===== src/rtl/trc_pkg.sv =====
`timescale 1ns/1ps
// Shared widths, mode encoding and sample record for the trace word unpacker.
package trc_pkg;
    parameter int WORD_W = 32;
    parameter int STAT_W = 3;
    parameter int PKT_W  = 16;
    parameter int IDX_W  = 2;

    typedef enum logic [1:0] {
        MODE_P4   = 2'b00,
        MODE_P8   = 2'b01,
        MODE_P16  = 2'b10,
        MODE_P16X = 2'b11
    } trc_mode_e;

    typedef struct packed {
        logic [STAT_W-1:0] status;
        logic [PKT_W-1:0]  packet;
        logic              sync;
        logic              trig;
    } trc_sample_t;

    // Number of samples a stored word carries in the given mode.
    function automatic logic [IDX_W-1:0] slots_of(trc_mode_e m);
        case (m)
            MODE_P4: return 2'd3;
            MODE_P8: return 2'd2;
            default: return 2'd1;
        endcase
    endfunction
endpackage


===== src/rtl/trc_word_hold.sv =====
`timescale 1ns/1ps
// Holds the word being unpacked, its captured mode and the slot index.
// Assumes: downstream takes a sample on out_valid & out_ready; a new word
// is accepted only once the last sample is gone or leaves this cycle.
module trc_word_hold
    import trc_pkg::*;
(
    input  logic              clk,
    input  logic              rst_n,
    input  logic              in_valid,
    input  logic [WORD_W-1:0] in_word,
    input  trc_mode_e         in_mode,
    input  logic              take,
    output logic              in_ready,
    output logic              full,
    output logic [WORD_W-1:0] word_q,
    output trc_mode_e         mode_q,
    output logic [IDX_W-1:0]  idx_q
);
    logic last;
    logic accept;

    // Last slot of the held word is being presented.
    assign last     = (idx_q == slots_of(mode_q) - 2'd1);
    assign in_ready = !full || (take && last);
    assign accept   = in_valid && in_ready;

    // Load a new word or step through the slots of the held one.
    always_ff @(posedge clk) begin
        if (!rst_n) begin
            full   <= 1'b0;
            word_q <= '0;
            mode_q <= MODE_P16;
            idx_q  <= '0;
        end else if (accept) begin
            full   <= 1'b1;
            word_q <= in_word;
            mode_q <= in_mode;
            idx_q  <= '0;
        end else if (take) begin
            if (last) begin
                full <= 1'b0;
            end else begin
                idx_q <= idx_q + 2'd1;
            end
        end
    end
endmodule


===== src/rtl/trc_slot_extract.sv =====
`timescale 1ns/1ps
// Pulls the raw fields of one sample out of the held word.
// Assumes: idx is below the slot count for the mode; trig is left clear here.
module trc_slot_extract
    import trc_pkg::*;
(
    input  logic [WORD_W-1:0] word,
    input  trc_mode_e         mode,
    input  logic [IDX_W-1:0]  idx,
    output trc_sample_t       raw
);
    localparam int P4_SLOTS  = 3;
    localparam int P4_STRIDE = 8;
    localparam int P4_PW     = 4;
    localparam int P8_SLOTS  = 2;
    localparam int P8_STRIDE = 12;
    localparam int P8_PW     = 8;
    localparam int P16_PW    = PKT_W;

    trc_sample_t p4_s [P4_SLOTS];
    trc_sample_t p8_s [P8_SLOTS];
    trc_sample_t p16_s;

    genvar g;
    generate
        for (g = 0; g < P4_SLOTS; g++) begin : g_p4
            assign p4_s[g].status = word[g*P4_STRIDE +: STAT_W];
            assign p4_s[g].packet = {{(PKT_W-P4_PW){1'b0}}, word[g*P4_STRIDE+STAT_W +: P4_PW]};
            assign p4_s[g].sync   = word[g*P4_STRIDE+STAT_W+P4_PW];
            assign p4_s[g].trig   = 1'b0;
        end
        for (g = 0; g < P8_SLOTS; g++) begin : g_p8
            assign p8_s[g].status = word[g*P8_STRIDE +: STAT_W];
            assign p8_s[g].packet = {{(PKT_W-P8_PW){1'b0}}, word[g*P8_STRIDE+STAT_W +: P8_PW]};
            assign p8_s[g].sync   = word[g*P8_STRIDE+STAT_W+P8_PW];
            assign p8_s[g].trig   = 1'b0;
        end
    endgenerate

    assign p16_s.status = word[STAT_W-1:0];
    assign p16_s.packet = word[STAT_W +: P16_PW];
    assign p16_s.sync   = word[STAT_W+P16_PW];
    assign p16_s.trig   = 1'b0;

    // Select the lane for the captured mode and the current slot.
    always_comb begin
        case (mode)
            MODE_P4: begin
                if (idx == 2'd2)      raw = p4_s[2];
                else if (idx == 2'd1) raw = p4_s[1];
                else                  raw = p4_s[0];
            end
            MODE_P8: raw = idx[0] ? p8_s[1] : p8_s[0];
            default: raw = p16_s;
        endcase
    end
endmodule


===== src/rtl/trc_trig_fix.sv =====
`timescale 1ns/1ps
// Replaces a trigger-coded status with the packet's low bits and flags it.
// Assumes: the incoming sample has trig clear.
module trc_trig_fix
    import trc_pkg::*;
#(
    parameter logic [STAT_W-1:0] TRIG_CODE = 3'b110
) (
    input  trc_sample_t raw,
    output trc_sample_t fixed
);
    // Substitute status and raise the flag on the trigger code.
    always_comb begin
        fixed = raw;
        if (raw.status == TRIG_CODE) begin
            fixed.status = raw.packet[STAT_W-1:0];
            fixed.trig   = 1'b1;
        end
    end
endmodule


===== src/rtl/trc_unpack.sv =====
`timescale 1ns/1ps
// Trace word unpacker top: one stored word in, one to three samples out.
// Assumes: both sides follow valid/ready; in_mode is valid with in_word.
module trc_unpack
    import trc_pkg::*;
#(
    parameter logic [2:0] TRIG_CODE = 3'b110
) (
    input  logic        clk,
    input  logic        rst_n,
    input  logic        in_valid,
    output logic        in_ready,
    input  logic [31:0] in_word,
    input  logic [1:0]  in_mode,
    output logic        out_valid,
    input  logic        out_ready,
    output logic [2:0]  out_status,
    output logic [15:0] out_packet,
    output logic        out_sync,
    output logic        out_trig
);
    logic              full;
    logic [WORD_W-1:0] word_q;
    trc_mode_e         mode_q;
    logic [IDX_W-1:0]  idx_q;
    trc_sample_t       raw;
    trc_sample_t       fixed;
    logic              take;

    assign take = full && out_ready;

    trc_word_hold u_hold (
        .clk      (clk),
        .rst_n    (rst_n),
        .in_valid (in_valid),
        .in_word  (in_word),
        .in_mode  (trc_mode_e'(in_mode)),
        .take     (take),
        .in_ready (in_ready),
        .full     (full),
        .word_q   (word_q),
        .mode_q   (mode_q),
        .idx_q    (idx_q)
    );

    trc_slot_extract u_ext (
        .word (word_q),
        .mode (mode_q),
        .idx  (idx_q),
        .raw  (raw)
    );

    trc_trig_fix #(.TRIG_CODE(TRIG_CODE)) u_fix (
        .raw   (raw),
        .fixed (fixed)
    );

    assign out_valid  = full;
    assign out_status = fixed.status;
    assign out_packet = fixed.packet;
    assign out_sync   = fixed.sync;
    assign out_trig   = fixed.trig;
endmodule


===== config.mk =====
export PLATFORM = sky130hd
export DESIGN_NAME = trc_unpack
export DESIGN_NICKNAME = d
export VERILOG_FILES = /design/src/rtl/trc_pkg.sv /design/src/rtl/trc_word_hold.sv /design/src/rtl/trc_slot_extract.sv /design/src/rtl/trc_trig_fix.sv /design/src/rtl/trc_unpack.sv
export SDC_FILE = /design/constraint.sdc
export NUM_CORES = 1
export LEC_CHECK = 0
export BUFFER_PORTS_ARGS = -buffer_cell sky130_fd_sc_hd__buf_2
export CAP_MARGIN = 25
export CORE_UTILIZATION = 40
export DETAILED_ROUTE_END_ITERATION = 16
export PLACE_DENSITY = 0.65
export SLEW_MARGIN = 20
export SYNTH_ARGS = -nofsm -noshare
export SYNTH_HDL_FRONTEND = slang
export SYNTH_SLANG_ARGS = --single-unit

===== constraint.sdc =====
create_clock -name clk -period 1.85 [get_ports clk]
set_clock_uncertainty 0.05 [all_clocks]
set_input_delay 0.0925 -clock clk [delete_from_list [all_inputs] [get_ports clk]]
set_output_delay 0.0925 -clock clk [all_outputs]
set_load 0.02 [all_outputs]

Word-level counts from Yosys, hierarchy flattened

Index checks and enable logic that the tools add are counted.

Flip-flop bits (word level): 29
Input bits: 38
Output and inout bits: 23
Word-level logic and storage cells: 34

Add/subtract/negate cells: 2
Equality and inequality tests: 5
Multiplexer cells: 10
Bitwise operators: 2
Reduce and logical (&&, ||, !) cells: 11

Operators with widths:

| operator              | number |
|---|---|
| $mux W21              | 3 |
| $pmux W21 S2          | 1 |
| $eq A2 B1 Y1 const B  | 2 |
| $mux W1               | 4 |
| $pmux W2 S2           | 1 |
| $reduce_and A2 Y1     | 2 |
| $reduce_bool A2 Y1    | 2 |
| $eq A3 B3 Y1 const B  | 1 |
| $logic_and A1 B1 Y1   | 3 |
| $mux W3               | 1 |
| $add A2 B1 Y2 const B | 1 |
| $eq A2 B2 Y1          | 1 |
| $eq A2 B2 Y1 const B  | 1 |
| $logic_not A2 Y1      | 1 |
| $not A1 Y1            | 2 |
| $reduce_or A2 Y1      | 1 |
| $sub A2 B1 Y2 const B | 1 |
| $logic_not A1 Y1      | 1 |
| $logic_or A1 B1 Y1    | 1 |

Logic depth before layout (Yosys ltp)

Gate-level depths: netlist (run 1).

Depth after elaboration: 9
Depth in mapped cells: 8
Mapped depth without buffers: 6

Hierarchy

A second synthesis (run 1) with hierarchy kept.

Cells, all modules: 281
Area total of the unflattened synthesis: 2376.0 um^2

Modules (own cells, without submodules):

| module           | times used | cells each | area an instance (um^2) | sequential area each (um^2) |
|---|---|---|---|---|
| trc_word_hold    | 1          | 172        | 1580.3                  | 740.7 |
| trc_slot_extract | 1          | 84         | 618.1                   | 0.0 |
| trc_trig_fix     | 1          | 24         | 171.4                   | 0.0 |
| trc_unpack       | 1          | 1          | 6.3                     | 0.0 |

Least setup slack after synthesis (run 1)

Ideal clock, no wire load.

Kind: register to output
Start point: register u_hold.idx_q[0]
End point: output port out_status[0]
Arrival: 2.142 ns
Data required time: 1.707 ns
Slack: -0.434 ns
Stages on the path, launching flop included: 9
Path buffers: 2
Cells stage by stage: dfxtp_1 -> buf_2 -> inv_1 -> ha_1 -> clkbuf_1 -> nor3b_1 -> a211oi_1 -> o22ai_1 -> o31ai_1

Longest elaborated chain between the ends: 6
Elaborated cells between the ends (all ways): 8
Classes of those cells: eq/ne: 3; mux: 5

RTL lines:

| element                | line                   | source |
|---|---|---|
| start, declared        | trc_word_hold.sv:18    | `output logic [IDX_W-1:0] idx_q` |
| start signal, assigned | trc_word_hold.sv:44    | `idx_q <= idx_q + 2'd1;` |
| $eq A2 B1 Y1           | trc_slot_extract.sv:50 | `else if (idx == 2'd1) raw = p4_s[1];` |
| $mux W21               | trc_slot_extract.sv:50 |  |
| $mux W21               | trc_slot_extract.sv:49 | `if (idx == 2'd2) raw = p4_s[2];` |
| $pmux W21 S2 (*)       | trc_slot_extract.sv:47 | `case (mode)` |
| $eq A3 B3 Y1           | trc_trig_fix.sv:15     | `if (raw.status == TRIG_CODE) begin` |
| $mux W3 (*)            | trc_trig_fix.sv:15     |  |
| end, declared          | trc_unpack.sv:17       | `output logic [2:0] out_status,` |

Every way passes the cells marked *; elsewhere a longest branch is shown, timed or not.

Final worst setup path (run 1)

Start point: register u_hold.idx_q[1]
End point: output port out_sync

Longest elaborated chain between the ends: 4
Elaborated cells between the ends (all ways): 5
Classes of those cells: eq/ne: 2; mux: 3

RTL lines:

| element          | line                   | source |
|---|---|---|
| $eq A2 B1 Y1     | trc_slot_extract.sv:50 |  |
| $mux W21         | trc_slot_extract.sv:50 |  |
| $mux W21 (*)     | trc_slot_extract.sv:49 |  |
| $pmux W21 S2 (*) | trc_slot_extract.sv:47 |  |
| end, declared    | trc_unpack.sv:19       | `output logic out_sync,` |

Marks and branches as above.

==> results of run 1 <==
cell families after synthesis:
kind of cell,Yosys count,synth area share [%]
flops,29,30.7
compound gates,30,13.5
simple gates,97,25.7
mux,38,20.6
fa+ha+maj,3,1.98
buf+inv,22,7.47
cell usage after synthesis (2+ instances only):
cell type,count
nand2_1,57
mux2i_1,30
dfxtp_1,29
clkbuf_1,10
and2_1,8
mux2_2,8
nor2_1,8
a22o_1,5
inv_1,4
nor3_1,4
o21ai_0,4
buf_2,3
buf_6,3
ha_1,3
nand3_1,3
a211oi_1,2
a21oi_1,2
and3_1,2
and3b_1,2
buf_12,2
nor3b_1,2
o22a_1,2
critical path: stages, from the launching register on:
cell	delay, ns
dfxtp_4	0.37
inv_4	0.05
ha_4	0.17
buf_6	0.12
buf_4	0.13
mux2i_1	0.14
o21ai_1	0.07
mux2_4	0.26
mux2_4	0.27
buf_6	0.13
layout make-up:
| cell class | count | share of cell area [%] |
|---|---|---|
| sequential | 29 | 21.7 |
| timing repair buffer | 84 | 22.4 |
| inverter | 4 | 0.648 |
| clock buffer | 7 | 3.56 |
| multi-input combinational | 168 | 49.1 |
| tap | 52 | 2.41 |
| clock inverter | 1 | 0.185 |
power breakdown:
part           internal [W]  switching, W  total (W)
Clock              0.000336      0.000235   0.000571
Sequential         0.000664     0.0000501   0.000714
Combinational      0.000229      0.000229   0.000458
registers in the layout, summed over array words and instances (netlist names):
| register | cells |
|---|---|
| u_hold.mode_q | 2 |
| u_hold.idx_q | 2 |
| u_hold.word_q | 24 |
| u_hold.full | 1 |
timing repair:
item / 4_1_cts / 5_1_grt
buffers inserted: 7 / 4
hold endpoints to repair: 3 / 0
hold buffers: 3 / 0
endpoints found under the setup margin: 12 / 15
pin swaps: 12 / 12
gates resized for setup: 44 / 9
metrics by stage:
step | setup slack, ns | power [W] | setup TNS (ns) | area [µm²] | util, %
2_1_floorplan | 0.00835 | 0.00100 | 0 | 1980 | -
3_3_place_gp | -0.0826 | 0.00112 | -0.229 | 2320 | 52.2
3_5_place_dp | -0.0939 | 0.00112 | -0.294 | 2320 | 52.2
4_1_cts | -0.276 | 0.00175 | -1.44 | 2650 | 59.5
5_1_grt | -0.360 | 0.00183 | -2.49 | 2700 | 60.8
6_report | -0.285 | 0.00174 | -1.62 | 2700 | 60.8
worst max-delay path by stage:
stage	start	end	slack, ns	cells past startpoint
4_1_cts	u_hold.idx_q[1]$_SDFFE_PP0P_	out_status[2]	-0.28	7
2_1_floorplan	u_hold.idx_q[1]$_SDFFE_PP0P_	out_status[2]	0.008	6
6_report	u_hold.idx_q[1]$_SDFFE_PP0P_	out_sync	-0.28	9
3_5_place_dp	u_hold.idx_q[0]$_SDFFE_PP0P_	out_status[2]	-0.09	6
5_1_grt	u_hold.idx_q[1]$_SDFFE_PP0P_	out_status[2]	-0.36	9
3_3_place_gp	u_hold.idx_q[0]$_SDFFE_PP0P_	out_status[2]	-0.08	8
metal layers:
layer | vias to the layer above | track usage, % | wire length, µm
met5 | - | 0 | 0
met4 | 0 | 8.22 | 68
met3 | 8 | 3.56 | 171
met2 | 45 | 31.5 | 2330
met1 | 833 | 27.8 | 2360
li1 | 911 | - | -
==> results.sh, run 1 <==
export IMPL_period_share_pct=115
export IMPL_clockRootBuffer="clkbuf_8"
export IMPL_post_route_cells_drive_above_1_share_pct=43.0
export IMPL_worst_r2r_endpoint="u_hold.word_q[23]$_SDFFE_PN0P_"
export IMPL_dieArea_um2=5010
export IMPL_grt_pass1_wl_mm=7.95
export IMPL_dp_hpwl_mm=3.42
export IMPL_synth_seq_cells=29
export IMPL_layout_nets=333
export IMPL_synth_cell_area_um2=1890
export IMPL_viasPerCell=5.21
export IMPL_antenna_found_initial=0
export IMPL_worstMarginPinSlew_ns=0.404
export IMPL_fp_dieH_um=70.8
export IMPL_syn_to_final_growth_pct=42.9
export IMPL_arrival_ns=1.99
export IMPL_track_usage_pct=20.3
export IMPL_status="complete, but fails checks"
export IMPL_start_util_pct=42.6
export IMPL_final_common_cell="nand2_1"
export IMPL_path_clk_slew_ns=0.06
export IMPL_core_area_um2=4440
export IMPL_power_leakage_nw=1.22
export IMPL_max_slew_margin_rel_pct=73.1
export IMPL_num_antenna_cells=0
export IMPL_setup_violations=9
export IMPL_cts_htree_levels=2
export IMPL_path_max_fanout=3
export IMPL_rsz0062_at_grt="true"
export IMPL_ys_types=48
export IMPL_synthFlopType="dfxtp_1"
export IMPL_hold_path_end="u_hold.word_q[14]$_SDFFE_PN0P_"
export IMPL_regArea_um2=588
export IMPL_finalHoldViolations=0
export IMPL_wl_mm=4.92
export IMPL_dpl_cell_count=324
export IMPL_synth_yosys_seq_area_share_pct=30.7
export IMPL_drc=4
export IMPL_cts_tree="done"
export IMPL_violations="design-rule violations, negative setup slack"
export IMPL_ys_warn_count=0
export IMPL_vias=1797
export IMPL_grt_overflow_total=0
export IMPL_fin_ws_ns=-0.285
export IMPL_r2r_setup_slack_ns=0.10
export IMPL_syn_avg_cell_area_um2=8.64
export IMPL_end_kind="primary output"
export IMPL_worstHoldPathType="input pin to flip-flop"
export IMPL_synth_top_cell_area_share_pct=30.7
export IMPL_holdWs_ns=0.0104
export IMPL_path_class="flip-flop to primary output"
export IMPL_die_w_um=70.8
export IMPL_final_cell_mix="nand2_1 (56), buf_2 (42), mux2i_1 (30)"
export IMPL_port_buffers=52
export IMPL_whs_path_depth=3
export IMPL_cts_made_buffers=5
export IMPL_post_synth_top_area_cell="dfxtp_1"
export IMPL_io_pins=61
export IMPL_syn_num_nets=260
export IMPL_cts_sinks=29
export IMPL_synthCells=219
export IMPL_n_fill_cell=403
export IMPL_period_minus_slack_ns=2.13
export IMPL_ir_drop_mv=0.346
export IMPL_clock_path_buffers=2
export IMPL_fmax_ghz=0.468
export IMPL_async_flop_share_pct=0
export IMPL_rows=24
export IMPL_grt_max_degree=46
export IMPL_final_cells=345
export IMPL_worstPathRequired_ns=1.71
export IMPL_maxCapViolations=0
export IMPL_drt_iter0_markers=91
export IMPL_place_gp_congestion=0.796
export IMPL_synthTopCellsByArea="dfxtp_1 (31%), mux2i_1 (16%), nand2_1 (11%)"
export IMPL_detail_route_first_pass_iterations=10
export IMPL_worstReg2RegStart="u_hold.idx_q[1]$_SDFFE_PP0P_"
export IMPL_first_global_vias=1641
export IMPL_drv_slew=0
export IMPL_hold_start="in_word[14]"
export IMPL_multi_input_area_um2=1330
export IMPL_wire_per_inst_um=14.3
export IMPL_synth_edf_count=0
export IMPL_start_kind="flip-flop"
export IMPL_antenna_left=0
export IMPL_powerDensity_nw_per_um2=645
export IMPL_clkLatencyLatePin_ns=0.27
export IMPL_r2r_cells=7
Note: power is estimated with default switching activity, not from simulation.
==> inputs of run 2 (changes only) <==
--- a/config.mk
+++ b/config.mk
@@ -7,9 +7,11 @@
 export LEC_CHECK = 0
 export BUFFER_PORTS_ARGS = -buffer_cell sky130_fd_sc_hd__buf_2
 export CAP_MARGIN = 25
-export CORE_UTILIZATION = 40
+export CELL_PAD_IN_SITES_DETAIL_PLACEMENT = 0
+export CELL_PAD_IN_SITES_GLOBAL_PLACEMENT = 2
+export CORE_UTILIZATION = 26
 export DETAILED_ROUTE_END_ITERATION = 16
-export PLACE_DENSITY = 0.65
+export PLACE_DENSITY = 0.73
 export SLEW_MARGIN = 20
 export SYNTH_ARGS = -nofsm -noshare
 export SYNTH_HDL_FRONTEND = slang
==> results.sh, run 2 (synthesis results as in run 1) <==
export IMPL_drc=0
export IMPL_die_w_um=87.3
export IMPL_post_route_cells_drive_above_1_share_pct=47.1
export IMPL_largest_register_ffs=24
export IMPL_period_minus_slack_ns=2.11
export IMPL_worstHoldPathType="input pin to flip-flop"
export IMPL_grt_max_degree=51
export IMPL_worst_r2r_endpoint="u_hold.word_q[1]$_SDFFE_PN0P_"
export IMPL_core_area_um2=6910
export IMPL_syn_to_final_growth_pct=55.8
export IMPL_cts_htree_levels=2
export IMPL_path_max_fanout=3
export IMPL_clockRootBuffer="clkbuf_8"
export IMPL_multi_input_area_um2=1350
export IMPL_r2r_setup_slack_ns=-0.10
export IMPL_detail_route_first_pass_iterations=6
export IMPL_cts_tree="done"
export IMPL_final_cell_mix="nand2_1 (56), buf_2 (40), buf_4 (30)"
export IMPL_maxCapViolations=0
export IMPL_holdWs_ns=0.00742
export IMPL_worstSetupEndpoint="out_status[2]"
export IMPL_period_share_pct=114
export IMPL_cts_made_buffers=5
export IMPL_start_kind="flip-flop"
export IMPL_end_kind="primary output"
export IMPL_top_register="u_hold.word_q"
export IMPL_rows=30
export IMPL_grt_overflow_total=0
export IMPL_path_cells="inv_4 > ha_4 > mux2_4 > a211oi_2 > o2bb2ai_2 > o31a_1 > buf_6"
export IMPL_regArea_um2=592
export IMPL_power_leakage_nw=1.29
export IMPL_dieArea_um2=7620
export IMPL_viasPerCell=4.58
export IMPL_dp_hpwl_mm=4.04
export IMPL_drt_iter0_markers=60
export IMPL_n_fill_cell=706
export IMPL_fin_ws_ns=-0.258
export IMPL_worstPathRequired_ns=1.71
export IMPL_fmax_ghz=0.474
export IMPL_final_common_cell="nand2_1"
export IMPL_grt_pass1_wl_mm=9.09
export IMPL_antenna_left=0
export IMPL_rsz0062_at_grt="true"
export IMPL_pre_cts_slack_ns=-0.0953
export IMPL_layout_nets=346
export IMPL_ir_drop_mv=0.280
export IMPL_worstReg2RegStart="u_hold.idx_q[1]$_SDFFE_PP0P_"
export IMPL_arrival_ns=1.97
export IMPL_setup_violations=36
export IMPL_cp_slowest_cell="dfxtp_4"
export IMPL_crit_start="u_hold.idx_q[1]$_SDFFE_PP0P_"
export IMPL_reg_largest_list="u_hold.word_q (24), u_hold.idx_q (2), u_hold.mode_q (2)"
export IMPL_fp_dieH_um=87.3
export IMPL_clkLatencyLatePin_ns=0.28
export IMPL_finalHoldViolations=0
export IMPL_crit_path_max_incr_delay_ns=0.36
export IMPL_max_slew_margin_rel_pct=69.2
export IMPL_port_buffers=52
export IMPL_io_pins=61
export IMPL_cts_sinks=29
export IMPL_status="complete, but fails checks"
export IMPL_worstMarginPinSlew_ns=0.462
export IMPL_clock_path_buffers=2
export IMPL_setup_tns_ns=-3.13
export IMPL_path_clk_slew_ns=0.07
export IMPL_wire_per_inst_um=14.3
export IMPL_num_antenna_cells=0
export IMPL_first_global_vias=1849
export IMPL_track_usage_pct=15.4
export IMPL_path_class="flip-flop to primary output"
export IMPL_violations="negative setup slack"
export IMPL_wl_mm=5.73
export IMPL_powerDensity_nw_per_um2=609
export IMPL_place_gp_congestion=0.857
export IMPL_drv_slew=0
export IMPL_antenna_found_initial=0
export IMPL_start_util_pct=27.4
export IMPL_r2r_cells=9
export IMPL_vias=1842
## run 2: timing repair
action	CTS	global route
pin swaps	22	16
setup buffers	8	9
hold endpoints to repair	2	0
hold buffers	2	0
endpoints found under the setup margin	13	40
gates resized for setup	39	27
cloned	0	3
## run 2: worst min-delay path by stage
stage           startpoint                        endpoint  slack [ns]  cells past startpoint
2_1_floorplan     in_valid        u_hold.full$_SDFFE_PN0P_        0.16                      2
3_3_place_gp      in_valid        u_hold.full$_SDFFE_PN0P_        0.27                      3
3_5_place_dp      in_valid        u_hold.full$_SDFFE_PN0P_        0.28                      3
4_1_cts        in_word[19]  u_hold.word_q[19]$_SDFFE_PN0P_      0.0008                      3
5_1_grt         in_word[8]   u_hold.word_q[8]$_SDFFE_PN0P_        0.01                      3
6_report        in_word[6]   u_hold.word_q[6]$_SDFFE_PN0P_       0.007                      3
## run 2: power breakdown
group	internal, W	switching, W	total, W	leakage, nW
Clock	0.000303	0.000235	0.000538	0.0455
Sequential	0.000664	0.0000517	0.000716	0.240
Combinational	0.000290	0.000250	0.000540	1.00
## run 2: stage by stage
step | cell area, µm² | cells | utilization [%] | power (W)
floorplan | 1980 | 219 | - | 0.00100
global placement | 2420 | 374 | 35.0 | 0.00114
detailed placement | 2420 | 374 | 35.0 | 0.00115
CTS | 2700 | 391 | 39.1 | 0.00173
global route | 2950 | 402 | 42.7 | 0.00188
finish | 2950 | 402 | 42.7 | 0.00179
## run 2: layout make-up
class                           count  share of cell area, %
Sequential cell                    29                   20.1
Multi-Input combinational cell    168                   45.7
Clock buffer                        8                   3.06
Timing Repair Buffer               97                   26.5
Inverter                            4                  0.594
Tap cell                           96                   4.08
## run 2: critical path: cells and delay by family, from the launching register on
kind / cells / cell delay, ns
fa+ha+maj: 1 / 0.16
compound gates: 3 / 0.66
mux: 1 / 0.30
flops: 1 / 0.36
buf+inv: 2 / 0.21
## run 2: metal layers
metal,vias up,part of all wire [%],global-route usage (%)
met5,-,0,0
met4,0,0.99,4.92
met3,6,4.3,3.03
met2,44,48,25.1
met1,857,47,20.5
li1,935,-,-
==> inputs of run 3 (changes only) <==
--- a/config.mk
+++ b/config.mk
@@ -5,7 +5,7 @@
 export SDC_FILE = /design/constraint.sdc
 export NUM_CORES = 1
 export LEC_CHECK = 0
-export BUFFER_PORTS_ARGS = -buffer_cell sky130_fd_sc_hd__buf_2
+export BUFFER_PORTS_ARGS = -buffer_cell sky130_fd_sc_hd__clkbuf_2
 export CAP_MARGIN = 25
 export CELL_PAD_IN_SITES_DETAIL_PLACEMENT = 0
 export CELL_PAD_IN_SITES_GLOBAL_PLACEMENT = 2
==> results.sh, run 3 (synthesis results as in run 1) <==
export IMPL_fmax_ghz=0.470
export IMPL_fin_ws_ns=-0.277
export IMPL_port_buffers=52
export IMPL_hold_start="in_word[0]"
export IMPL_max_slew_margin_rel_pct=71.3
export IMPL_antenna_left=0
export IMPL_drt_met1_wl_mm=2.68
export IMPL_path_max_fanout=9
export IMPL_num_antenna_cells=0
export IMPL_maxCapViolations=0
export IMPL_worst_r2r_endpoint="u_hold.word_q[23]$_SDFFE_PN0P_"
export IMPL_end_kind="primary output"
export IMPL_setup_tns_ns=-1.59
export IMPL_start_util_pct=27.4
export IMPL_place_gp_congestion=0.839
export IMPL_first_global_vias=1788
export IMPL_clkLatencyLatePin_ns=0.28
export IMPL_grt_overflow_total=0
export IMPL_largest_register_ffs=24
export IMPL_rows=30
export IMPL_wl_mm=5.34
export IMPL_clock_path_buffers=2
export IMPL_grt_pass1_wl_mm=8.98
export IMPL_wire_per_inst_um=13.4
export IMPL_period_minus_slack_ns=2.13
export IMPL_io_pins=61
export IMPL_path_class="flip-flop to primary output"
export IMPL_path_clk_slew_ns=0.06
export IMPL_start_kind="flip-flop"
export IMPL_reg_largest_list="u_hold.word_q (24), u_hold.idx_q (2), u_hold.mode_q (2)"
export IMPL_status="complete, but fails checks"
export IMPL_drv_slew=0
export IMPL_worstMarginPinSlew_ns=0.431
export IMPL_drc=0
export IMPL_syn_to_final_growth_pct=50.3
export IMPL_fp_dieH_um=87.3
export IMPL_powerDensity_nw_per_um2=607
export IMPL_worstHoldPathType="input pin to flip-flop"
export IMPL_dp_hpwl_mm=3.94
export IMPL_cts_tree="done"
export IMPL_ir_drop_mv=0.359
export IMPL_track_usage_pct=15.5
export IMPL_worstReg2RegStart="u_hold.idx_q[0]$_SDFFE_PP0P_"
export IMPL_finalHoldViolations=0
export IMPL_worstPathRequired_ns=1.71
export IMPL_rsz0062_at_grt="true"
export IMPL_grt_max_degree=47
export IMPL_top_register="u_hold.word_q"
export IMPL_clockRootBuffer="clkbuf_8"
export IMPL_wl_met2_mm=2.40
export IMPL_arrival_ns=1.98
export IMPL_top_layer="met4"
export IMPL_power_leakage_nw=1.24
export IMPL_violations="negative setup slack"
export IMPL_cts_made_buffers=5
export IMPL_viasPerCell=4.48
export IMPL_final_cell_mix="nand2_1 (57), clkbuf_2 (40), mux2i_1 (29)"
export IMPL_post_route_cells_drive_above_1_share_pct=40.5
export IMPL_core_area_um2=6910
export IMPL_cts_htree_levels=2
export IMPL_vias=1793
export IMPL_r2r_setup_slack_ns=0
export IMPL_r2r_cells=7
export IMPL_hold_path_end="u_hold.word_q[0]$_SDFFE_PN0P_"
export IMPL_antenna_found_initial=0
export IMPL_setup_violations=9
export IMPL_cts_sinks=29
export IMPL_whs_path_depth=3
export IMPL_route_met3_wl_um=197
export IMPL_die_w_um=87.3
export IMPL_period_share_pct=115
export IMPL_layout_nets=344
export IMPL_dpl_cell_area_um2=2400
export IMPL_drt_iter0_markers=79
export IMPL_detail_route_first_pass_iterations=4
export IMPL_design_area_um2=2840
export IMPL_final_common_cell="nand2_1"
export IMPL_dieArea_um2=7620
run 3: cell count changes in the layout (fill, tap and decap cells not counted), moves of 6 or more:
cell,change
clkbuf_8,+6
buf_6,-14
dlygate4sd3_1,+15
clkbuf_2,+40
buf_4,-7
buf_2,-37
run 3: critical path, stage by stage (launching register included):
cell and delay, ns:
dfxtp_4 0.36, buf_4 0.15, ha_4 0.19, buf_4 0.15, mux2_2 0.32, o22a_1 0.17
o22a_1 0.19, buf_2 0.16
run 3: area by class of cell:
class | instances | area, µm²
well taps | 96 | 120
flip-flops and latches | 29 | 589
inverters | 4 | 17.5
repair buffers | 95 | 717
clock buffers | 8 | 90.1
multi-input cells | 168 | 1310
fillers | 753 | 4060
run 3: worst max path at each step:
stage,startpoint,endpoint,slack (ns)
after floorplan,u_hold.idx_q[1]$_SDFFE_PP0P_,out_status[2],0.008
after global placement,u_hold.idx_q[0]$_SDFFE_PP0P_,out_status[2],-0.07
after detailed placement,u_hold.idx_q[0]$_SDFFE_PP0P_,out_status[2],-0.08
after CTS,u_hold.idx_q[1]$_SDFFE_PP0P_,out_status[2],-0.28
after global routing,u_hold.idx_q[1]$_SDFFE_PP0P_,out_packet[3],-0.34
final,u_hold.idx_q[1]$_SDFFE_PP0P_,out_packet[3],-0.28
run 3: repair_timing:
| action | CTS | global route |
|---|---|---|
| pin swaps | 11 | 10 |
| endpoints found under the setup margin | 13 | 38 |
| hold endpoints to repair | 17 | 0 |
| hold buffers | 17 | 0 |
| gates resized for setup | 29 | 16 |
| buffers inserted | 4 | 1 |
run 3: stage by stage:
step | setup WS, ns | instances | hold slack [ns] | total power [W] | util (%)
after CTS | -0.279 | 399 | 0.00166 | 0.00174 | 40.6
final | -0.277 | 400 | 0.0000822 | 0.00173 | 41.2
after floorplan | 0.00835 | 219 | 0.160 | 0.00100 | -
after global routing | -0.343 | 400 | 0.00594 | 0.00181 | 41.2
after global placement | -0.0680 | 371 | 0.277 | 0.00114 | 34.7
after detailed placement | -0.0840 | 371 | 0.276 | 0.00114 | 34.7
run 3: per-layer routing:
metal	up-vias	track usage, %
met5	-	0
met4	0	4.47
met3	6	3.22
met2	36	25.6
met1	814	20.3
li1	937	-
run 3: power breakdown:
| part | switching, W | internal (W) | total (W) |
|---|---|---|---|
| registers | 0.0000515 | 0.000665 | 0.000716 |
| clock network | 0.000226 | 0.000303 | 0.000529 |
| logic | 0.000232 | 0.000251 | 0.000483 |
| total | 0.000509 | 0.00122 | 0.00173 |
